### src/rtl/phy_ctl_regfile.sv
module phy_ctl_regfile #(
  parameter int ADDR_W   = 6,
  parameter int NUM_CTRL = 7,
  parameter int STAT_OFS = 32,
  parameter int PWR_REG  = 6,
  parameter int CAL_BIT  = 6,
  parameter int DLL_BIT  = 5
) (
  input  logic              clk,
  input  logic              rst_n,
  input  logic [ADDR_W-1:0] addr,
  input  logic              wr_en,
  input  logic [31:0]       wr_data,
  output logic [31:0]       rd_data,
  input  logic              phy_cal_done,
  input  logic              phy_dll_ready,
  output logic              phy_pwr_on,
  output logic              phy_dll_en
);
  localparam int HALF  = 16;
  localparam int IDX_W = $clog2(NUM_CTRL);

  logic [HALF-1:0]   ctrl_q [NUM_CTRL];
  logic [1:0]        cal_sync, dll_sync;
  logic [1:0]        since_rst;
  logic [ADDR_W-3:0] word_idx;
  logic              aligned, ctrl_hit, stat_hit;
  logic [HALF-1:0]   wmask, wdat;

  assign word_idx = addr[ADDR_W-1:2];
  assign aligned  = (addr[1:0] == 2'b00);
  assign ctrl_hit = aligned && (int'(word_idx) < NUM_CTRL);
  assign stat_hit = (addr == STAT_OFS[ADDR_W-1:0]);
  assign wmask    = wr_data[31:HALF];
  assign wdat     = wr_data[HALF-1:0];

  for (genvar g = 0; g < NUM_CTRL; g++) begin : g_ctrl
    always_ff @(posedge clk or negedge rst_n) begin
      if (!rst_n)
        ctrl_q[g] <= '0;
      else if (wr_en && ctrl_hit && int'(word_idx) == g)
        ctrl_q[g] <= (ctrl_q[g] & ~wmask) | (wdat & wmask);
    end
  end

  always_ff @(posedge clk or negedge rst_n) begin
    if (!rst_n) begin
      cal_sync  <= '0;
      dll_sync  <= '0;
      since_rst <= '0;
    end else begin
      cal_sync  <= {cal_sync[0], phy_cal_done};
      dll_sync  <= {dll_sync[0], phy_dll_ready};
      if (since_rst != 2'd2) since_rst <= since_rst + 2'd1;
    end
  end

  always_comb begin
    rd_data = '0;
    if (ctrl_hit)
      rd_data[HALF-1:0] = ctrl_q[word_idx[IDX_W-1:0]];
    else if (stat_hit) begin
      rd_data[CAL_BIT] = cal_sync[1];
      rd_data[DLL_BIT] = dll_sync[1];
    end
  end

  assign phy_pwr_on = ctrl_q[PWR_REG][0];
  assign phy_dll_en = ctrl_q[PWR_REG][1];

  localparam logic [ADDR_W-1:0] PWR_ADDR = ADDR_W'(PWR_REG * 4);

  AST_RESET_OFF: assert property (@(posedge clk) disable iff (!rst_n)
    $rose(rst_n) |-> (!phy_pwr_on && !phy_dll_en));
  AST_MASK_HOLD: assert property (@(posedge clk) disable iff (!rst_n)
    (wr_en && addr == PWR_ADDR && !wr_data[16]) |=> $stable(phy_pwr_on));
  AST_PWR_LOAD: assert property (@(posedge clk) disable iff (!rst_n)
    (wr_en && addr == PWR_ADDR && wr_data[17]) |=> (phy_dll_en == $past(wr_data[1])));
  AST_UPPER_ZERO: assert property (@(posedge clk) disable iff (!rst_n)
    rd_data[31:HALF] == '0);
  AST_STATUS_RO: assert property (@(posedge clk) disable iff (!rst_n)
    (wr_en && stat_hit) |=> ($stable(phy_pwr_on) && $stable(phy_dll_en)));
  AST_SYNC_LAT: assert property (@(posedge clk) disable iff (!rst_n)
    (since_rst == 2'd2) |-> (cal_sync[1] == $past(phy_cal_done, 2)));
endmodule

### config.mk
export PLATFORM = sky130hd
export DESIGN_NAME = phy_ctl_regfile
export DESIGN_NICKNAME = d
export VERILOG_FILES = /design/src/rtl/phy_ctl_regfile.sv
export SDC_FILE = /design/constraint.sdc
export NUM_CORES = 1
export LEC_CHECK = 0
export BUFFER_PORTS_ARGS = -buffer_cell sky130_fd_sc_hd__clkbuf_2
export CORE_MARGIN = 5
export CORE_UTILIZATION = 55
export DETAILED_ROUTE_END_ITERATION = 10
export PLACE_DENSITY = 0.82
export SLEW_MARGIN = 15
export SYNTH_ARGS = -nofsm -noshare
export SYNTH_HDL_FRONTEND = slang
export SYNTH_SLANG_ARGS = --single-unit
### constraint.sdc
create_clock -name clk -period 3.53 [get_ports clk]
set_input_delay 0.706 -clock clk [delete_from_list [all_inputs] [get_ports clk]]
set_output_delay 0.706 -clock clk [all_outputs]
set_load 0.01 [all_outputs]
==> results of run 1 <==
cells in the mapped netlist (2+ instances only):
library cell,n
nor2_1,16
clkbuf_1,5
clkbuf_2,4
o31ai_1,2
buf_2,19
buf_1,7
nor4b_4,2
mux2_1,35
nand4_1,66
buf_4,18
nor4bb_1,2
a221oi_1,2
nor2b_1,2
nand3_1,49
a22oi_1,14
a211oi_1,14
buf_6,8
dfrtp_1,116
mux4_2,16
nor3_2,2
mux2_2,93
through the flow:
stage / setup slack [ps] / total power [mW] / cell area (µm²) / utilization (%) / std cells
floorplan: 867 / 1.73 / 6240 / - / 513
global placement: 590 / 1.86 / 6580 / 60.2 / 677
detailed placement: 532 / 1.89 / 6580 / 60.2 / 677
global route: 447 / 3.90 / 7240 / 66.2 / 708
finish: 502 / 3.77 / 7240 / 66.2 / 708
CTS: 552 / 3.79 / 7240 / 66.2 / 708
logic make-up after synthesis:
logic type / count (synthesis) / share of synthesized area, %
other: 1 / 0.0606
multiplexers: 144 / 29.1
AND/OR/NAND/NOR: 142 / 13.6
buffers and inverters: 63 / 6.35
AO/OA/AOI/OAI: 32 / 3.92
flip-flops: 116 / 46.9
critical path, stage by stage:
cell and delay, ps:
clkbuf_2 310, nor2b_2 240, buf_4 270, a22oi_1 100
a211oi_1 460, clkbuf_2 220
worst min path at each step:
| stage | end | start | slack (ps) | cells past startpoint |
|---|---|---|---|---|
| after floorplan | cal_sync[1] | cal_sync[0] | 330 | 0 |
| after global placement | cal_sync[1] | cal_sync[0] | 330 | 0 |
| after detailed placement | cal_sync[1] | cal_sync[0] | 340 | 0 |
| after CTS | asynchronous set/reset pin | rst_n | 310 | 1 |
| after global routing | asynchronous set/reset pin | rst_n | 340 | 1 |
| final | asynchronous set/reset pin | rst_n | 310 | 1 |
power by group:
| group | total (mW) | internal [mW] | switching, mW |
|---|---|---|---|
| Clock | 1.90 | 1.32 | 0.582 |
| Sequential | 1.48 | 1.43 | 0.0518 |
| Combinational | 0.386 | 0.168 | 0.218 |
| Total | 3.77 | 2.92 | 0.852 |
layout by cell type, fill, tap and decap left out, drive strengths merged, types with 3 or more instances in the layout:
master / Yosys / routed
mux2: 128 / 128
dfrtp: 116 / 116
clkbuf: 9 / 82
nand4: 66 / 66
nand3: 49 / 49
buf: 52 / 26
nor2: 17 / 17
mux4: 16 / 16
conb: 1 / 16
a22oi: 14 / 14
a211oi: 14 / 14
bufinv: 0 / 5
clkinv: 1 / 3
per-layer routing:
layer / up-vias / share of wire, % / GRT usage [%]
met4: 0 / 2.3 / 9.67
li1: 2004 / - / -
met1: 2393 / 40 / 31.1
met5: - / 0 / 0
met3: 32 / 8.6 / 6.63
met2: 215 / 49 / 39.3
final cells by class:
type,count,area share [%]
clock inverter,8,2.37
inverter,2,0.104
clock buffer,23,6.74
multi-input combinational,334,41.0
sequential,116,40.1
tap,140,2.42
timing repair buffer,85,7.29
==> results by group, run 1 <==
Clock network
  • Skew-Pair Late Insertion Delay: a little over 400 ps
  • CTS buffer count: 17
  • CTS Root Cell: clkbuf_16
  • # H-tree levels: 4
  • CTS sink count: 116
  • Post-CTS Setup Inserts: 0
  • Clock Path Buffers: 2
  • CTS tree: done
  • Cts-stage hold buffer count: 0
  • Post-cts resize count: 0
  • Clock transition at path regs: roughly 50 ps

Layout
  • Area delta synth->final: 17.0%
  • Multi-input logic area: 2970 µm²
  • Register area: 2900 µm²
  • Layout cells sized above 1: roughly two fifths
  • Diodes inserted: 0
  • Fillers: 780
  • Nets@finish: roughly 600

STA
  • Worst Max-Slew Pin Slew: 617 ps
  • Fmax: roughly 330 MHz
  • Skew final: a little over 0.04 ps
  • # setup viols final: 0
  • Fin crit period: 3030 ps
  • Final Hold Vio Count: 0
  • Worst hold margin: just over 300 ps
  • RSZ-0062 raised after global routing: no
  • Slew headroom: between 50% and 60%
  • Period utilization: a little under nine tenths
  • Slew Limit Fails: 0
  • Setup tns final: 0 ps

Logic synthesis
  • Post-synthesis sequential area ratio: a little under half
  • Synthesized flop and latch total: approximately 120
  • Share of the synthesized area in the top cell type: 46.9%
  • Primary FF master, synth: dfrtp_1
  • Synth top area cells: dfrtp_1 (47%), mux2_2 (17%), nand4_1 (6.7%)
  • Async S/R FF share, synth: 100%
  • Synthesized area: just over 6000 µm²
  • Number of synthesized flops with an enable pin: 0
  • Syn Inst Count: 498
  • Synth unique cells: 27
  • Ys Warns: 0
  • Synth area leader: dfrtp_1
  • Synth Area per Inst: roughly 12 µm²

Setup path
  • CP Class: primary input to output port
  • Worst reg-to-reg setup slack: 2720 ps
  • Worst setup path end: rd_data[14]
  • Worst r2r path cells: 1
  • Data required, critical path: about 2800 ps
  • CP endpoint kind: output port
  • Startpoint Class: primary input
  • Worst Path Arrival: 2320 ps
  • Max FO, Critical Path: 18
  • Crit path launch: addr[3]

Floorplan
  • DIE WIDTH: 116 µm
  • Die height: 116 µm
  • Ports: 77
  • Core ar.: 10900 µm²
  • Overall die area: 13500 µm²
  • Rows: 38
  • Initial core utilization: 56.6%

Placed design
  • # port buffers: 60
  • Detailed placement HPWL: 9.84 mm
  • Final RePlAce weighted congestion: 0.769

Status
  • Status: finished, final reports clean

Pwr
  • Largest vdd supply drop: 0.000452 V
  • Pwr per Cell Area: 521 nW/µm²
  • Leak pwr: 3.33 nW

Routing
  • Via count: 4644
  • DRT Pass-1 Iters: 7
  • # DRC: 0
  • Initial DRC Count: between 400 and 500
  • WL per Instance: roughly 22 µm
  • Routed wire length: 15.4 mm
  • DRT antenna net count: 0
  • Via/cell ratio: around 6.6

GRT
  • Antenna violations before repair: 0
  • Vias in the first global route: 4723
  • Largest net degree at the start of global routing: 81
  • First-pass GRT wire length: 24.6 mm
  • Global route total overflow: 0
  • GRT Total Usage: 24.2%

Hold path
  • Hold crit path type: primary input to asynchronous set/reset pin

Flow run
  • Max Cap Viol: 0
(Power assumes the default switching activity.)
==> run 2: changes to the inputs <==
--- a/config.mk
+++ b/config.mk
@@ -6,9 +6,11 @@
 export NUM_CORES = 1
 export LEC_CHECK = 0
 export BUFFER_PORTS_ARGS = -buffer_cell sky130_fd_sc_hd__clkbuf_2
+export CORE_ASPECT_RATIO = 0.7
 export CORE_MARGIN = 5
 export CORE_UTILIZATION = 55
 export DETAILED_ROUTE_END_ITERATION = 10
+export HOLD_SLACK_MARGIN = 0.03
 export PLACE_DENSITY = 0.82
 export SLEW_MARGIN = 15
 export SYNTH_ARGS = -nofsm -noshare
==> run 2 against run 1 <==
Clock power decreased by 17%. Critical endpoint is now rd_data[7]. Sequential share of layout area increased by 0.57 points. Wire length increased by 1.8%. Register-to-register slack got worse by 20 ps. Design area decreased by 1.4%. Highest routed layer unchanged. Sequential power about the same. First-iteration DRC count decreased by 14%.
==> results by group, run 2 (same netlist as run 1, synthesis figures left out) <==
Status
  • Status: finished, final reports clean (unchanged)

GRT
  • Antenna violations before repair: 0 (unchanged)
  • Vias in the first global route: 4876 (was 4723)
  • Global route total overflow: 0 (unchanged)
  • Largest net degree at the start of global routing: 81 (unchanged)
  • First-pass GRT wire length: 25.8 mm (was 24.6 mm)
  • GRT Total Usage: 24.4% (was 24.2%)

Setup path
  • CP endpoint kind: output port (unchanged)
  • Slowest CP cell: nand2_1 (was a211oi_1)
  • CP peak stage delay: 480 ps (was 460 ps)
  • Startpoint Class: primary input (unchanged)
  • Worst Path Arrival: 2400 ps (was 2320 ps)
  • Max FO, Critical Path: 13 (was 18)
  • Crit path cell chain: clkbuf_2, nor3_2, nand2_1, buf_4, a211oi_1, clkbuf_2 (was clkbuf_2, nor2b_2, buf_4, a22oi_1, a211oi_1, clkbuf_2)
  • Cell mode on critical path: clkbuf_2 (unchanged)
  • CP Class: primary input to output port (unchanged)
  • Data required, critical path: 2820 ps (about the same)

Floorplan
  • Die height: 98.7 µm (was 116 µm)
  • Overall die area: 13500 µm² (about the same)
  • Core ar.: 11000 µm² (was 10900 µm²)
  • Ports: 77 (unchanged)
  • Initial core utilization: 56.2% (was 56.6%)
  • DIE WIDTH: 137 µm (was 116 µm)
  • Rows: 32 (was 38)

Clock network
  • Post-CTS Setup Inserts: 0 (unchanged)
  • CTS sink count: 116 (unchanged)
  • # H-tree levels: 4 (unchanged)
  • Clock Path Buffers: 2 (unchanged)
  • CTS tree: done (unchanged)
  • Cts-stage hold buffer count: 0 (unchanged)
  • CTS buffer count: 17 (unchanged)
  • Clock transition at path regs: 50 ps (about the same)
  • Post-cts resize count: 0 (unchanged)
  • CTS Root Cell: clkbuf_16 (unchanged)
  • Skew-Pair Late Insertion Delay: 400 ps (was 410 ps)

Layout
  • Most frequent cells in the layout: dfrtp_1 (116), mux2_2 (93), nand4_1 (66) (unchanged)
  • Commonest non-fill, non-tap cell in the layout: dfrtp_1 (unchanged)
  • Diodes inserted: 0 (unchanged)
  • Final Util: 64.9% (was 66.2%)
  • Layout cells sized above 1: 40.5% (was 40.7%)
  • Nets@finish: 598 (was 599)
  • Final Non-Filler Cells: 719 (was 708)
  • Area delta synth->final: 15.4% (was 17.0%)

Pwr
  • Leak pwr: 3.28 nW (was 3.33 nW)
  • Pwr per Cell Area: 483 nW/µm² (was 521 nW/µm²)
  • Internal power: 2.61 mW (was 2.92 mW)
  • Switching power: 0.836 mW (was 0.852 mW)
  • Sequential share of power: 43.0% (was 39.3%)
  • Total power draw: 3.45 mW (was 3.77 mW)
  • Clock Power Share: 45.7% (was 50.4%)
  • Sw frac: 24.2% (was 22.6%)
  • Logic pwr share: 11.2% (was 10.2%)
  • Largest vdd supply drop: 0.000351 V (was 0.000452 V)

Routing
  • Via count: 4632 (was 4644)
  • WL met2: 7.70 mm (was 7.53 mm)
  • WL met1: 6.46 mm (was 6.19 mm)
  • DRT antenna net count: 0 (unchanged)
  • Met3 wire len: 1.32 mm (unchanged)
  • Routed wire length: 15.7 mm (was 15.4 mm)
  • Initial DRC Count: 389 (was 452)
  • WL per Instance: 21.8 µm (was 21.7 µm)
  • Highest metal used: met4 (unchanged)
  • # DRC: 0 (unchanged)
  • Via/cell ratio: 6.44 (was 6.56)
  • DRT Pass-1 Iters: 4 (was 7)

STA
  • Worst Max-Slew Pin Slew: 765 ps (was 617 ps)
  • # setup viols final: 0 (unchanged)
  • Skew final: 1.69 ps (was 0.0407 ps)
  • Setup tns final: 0 ps (unchanged)
  • Slew Limit Fails: 0 (unchanged)
  • Final Hold Vio Count: 0 (unchanged)
  • Fmax: 322 MHz (was 330 MHz)
  • Slew headroom: 48.3% (was 58.8%)
  • Fin crit period: 3110 ps (was 3030 ps)
  • Period utilization: 88.1% (was 85.8%)
  • RSZ-0062 raised after global routing: no (unchanged)

Hold path
  • Hold crit path type: primary input to asynchronous set/reset pin (unchanged)

Placed design
  • Dpl cells: 689 (was 677)
  • Final RePlAce weighted congestion: 0.825 (was 0.769)
  • Detailed placement HPWL: 10.3 mm (was 9.84 mm)
  • # port buffers: 60 (unchanged)

Flow run
  • Max Cap Viol: 0 (unchanged)
==> run 2: changes by cell type in the layout (fill, tap and decap cells not counted) <==
cell        change
buf_4           -1
clkinv_2        +3
bufinv_16       -5
clkinv_4        -1
clkinvlp_4      -1
clkbuf_8        +3
==> run 2: area by class of cell <==
| class | instances | area [µm²] |
|---|---|---|
| Clock buffer | 26 | 529 |
| Clock inverter | 4 | 20.0 |
| Fill cell | 792 | 3870 |
| Inverter | 2 | 7.51 |
| Multi-Input combinational cell | 334 | 2970 |
| Sequential cell | 116 | 2900 |
| Tap cell | 153 | 191 |
| Timing Repair Buffer | 84 | 520 |
==> run 2: metal layers <==
metal	track usage [%]	vias to the layer above
met2	38.5	220
met3	6.48	24
met4	7.36	0
met5	0	-
li1	-	2007
met1	33.3	2381
==> run 2: critical path, delay by kind of cell <==
| kind | cells | cell delay (ps) |
|---|---|---|
| buffers and inverters | 3 | 760 |
| AND/OR/NAND/NOR | 2 | 690 |
| AO/OA/AOI/OAI | 1 | 240 |
==> run 2: power by group through the flow <==
stage	sequential [mW]	clock (mW)	combinational, mW
floorplan	1.49	0	0.248
global placement	1.50	0	0.367
detailed placement	1.51	0	0.383
CTS	1.48	1.59	0.385
global route	1.50	1.66	0.421
finish	1.49	1.58	0.387
==> run 2: final timing paths <==
check | from | end | slack, ps | depth (start not counted)
setup / recovery | addr[5] | rd_data[7] | 420 | 6
max in group asynchronous | rst_n | asynchronous set/reset pin | 2410 | 2
hold / removal | rst_n | asynchronous set/reset pin | 330 | 1
hold reg to reg | dll_sync[0] | dll_sync[1] | 370 | 0
min in group clk | dll_sync[0] | dll_sync[1] | 370 | 0
setup reg to reg | flip-flop | flip-flop | 2700 | 1
==> run 2: per-stage QoR <==
stage               hold WS, ps  setup slack (ps)  cell area, µm²
floorplan                   331               867            6240
global placement            343               535            6590
detailed placement          345               456            6590
CTS                         343               460            7140
global route                371               323            7140
finish                      328               422            7140
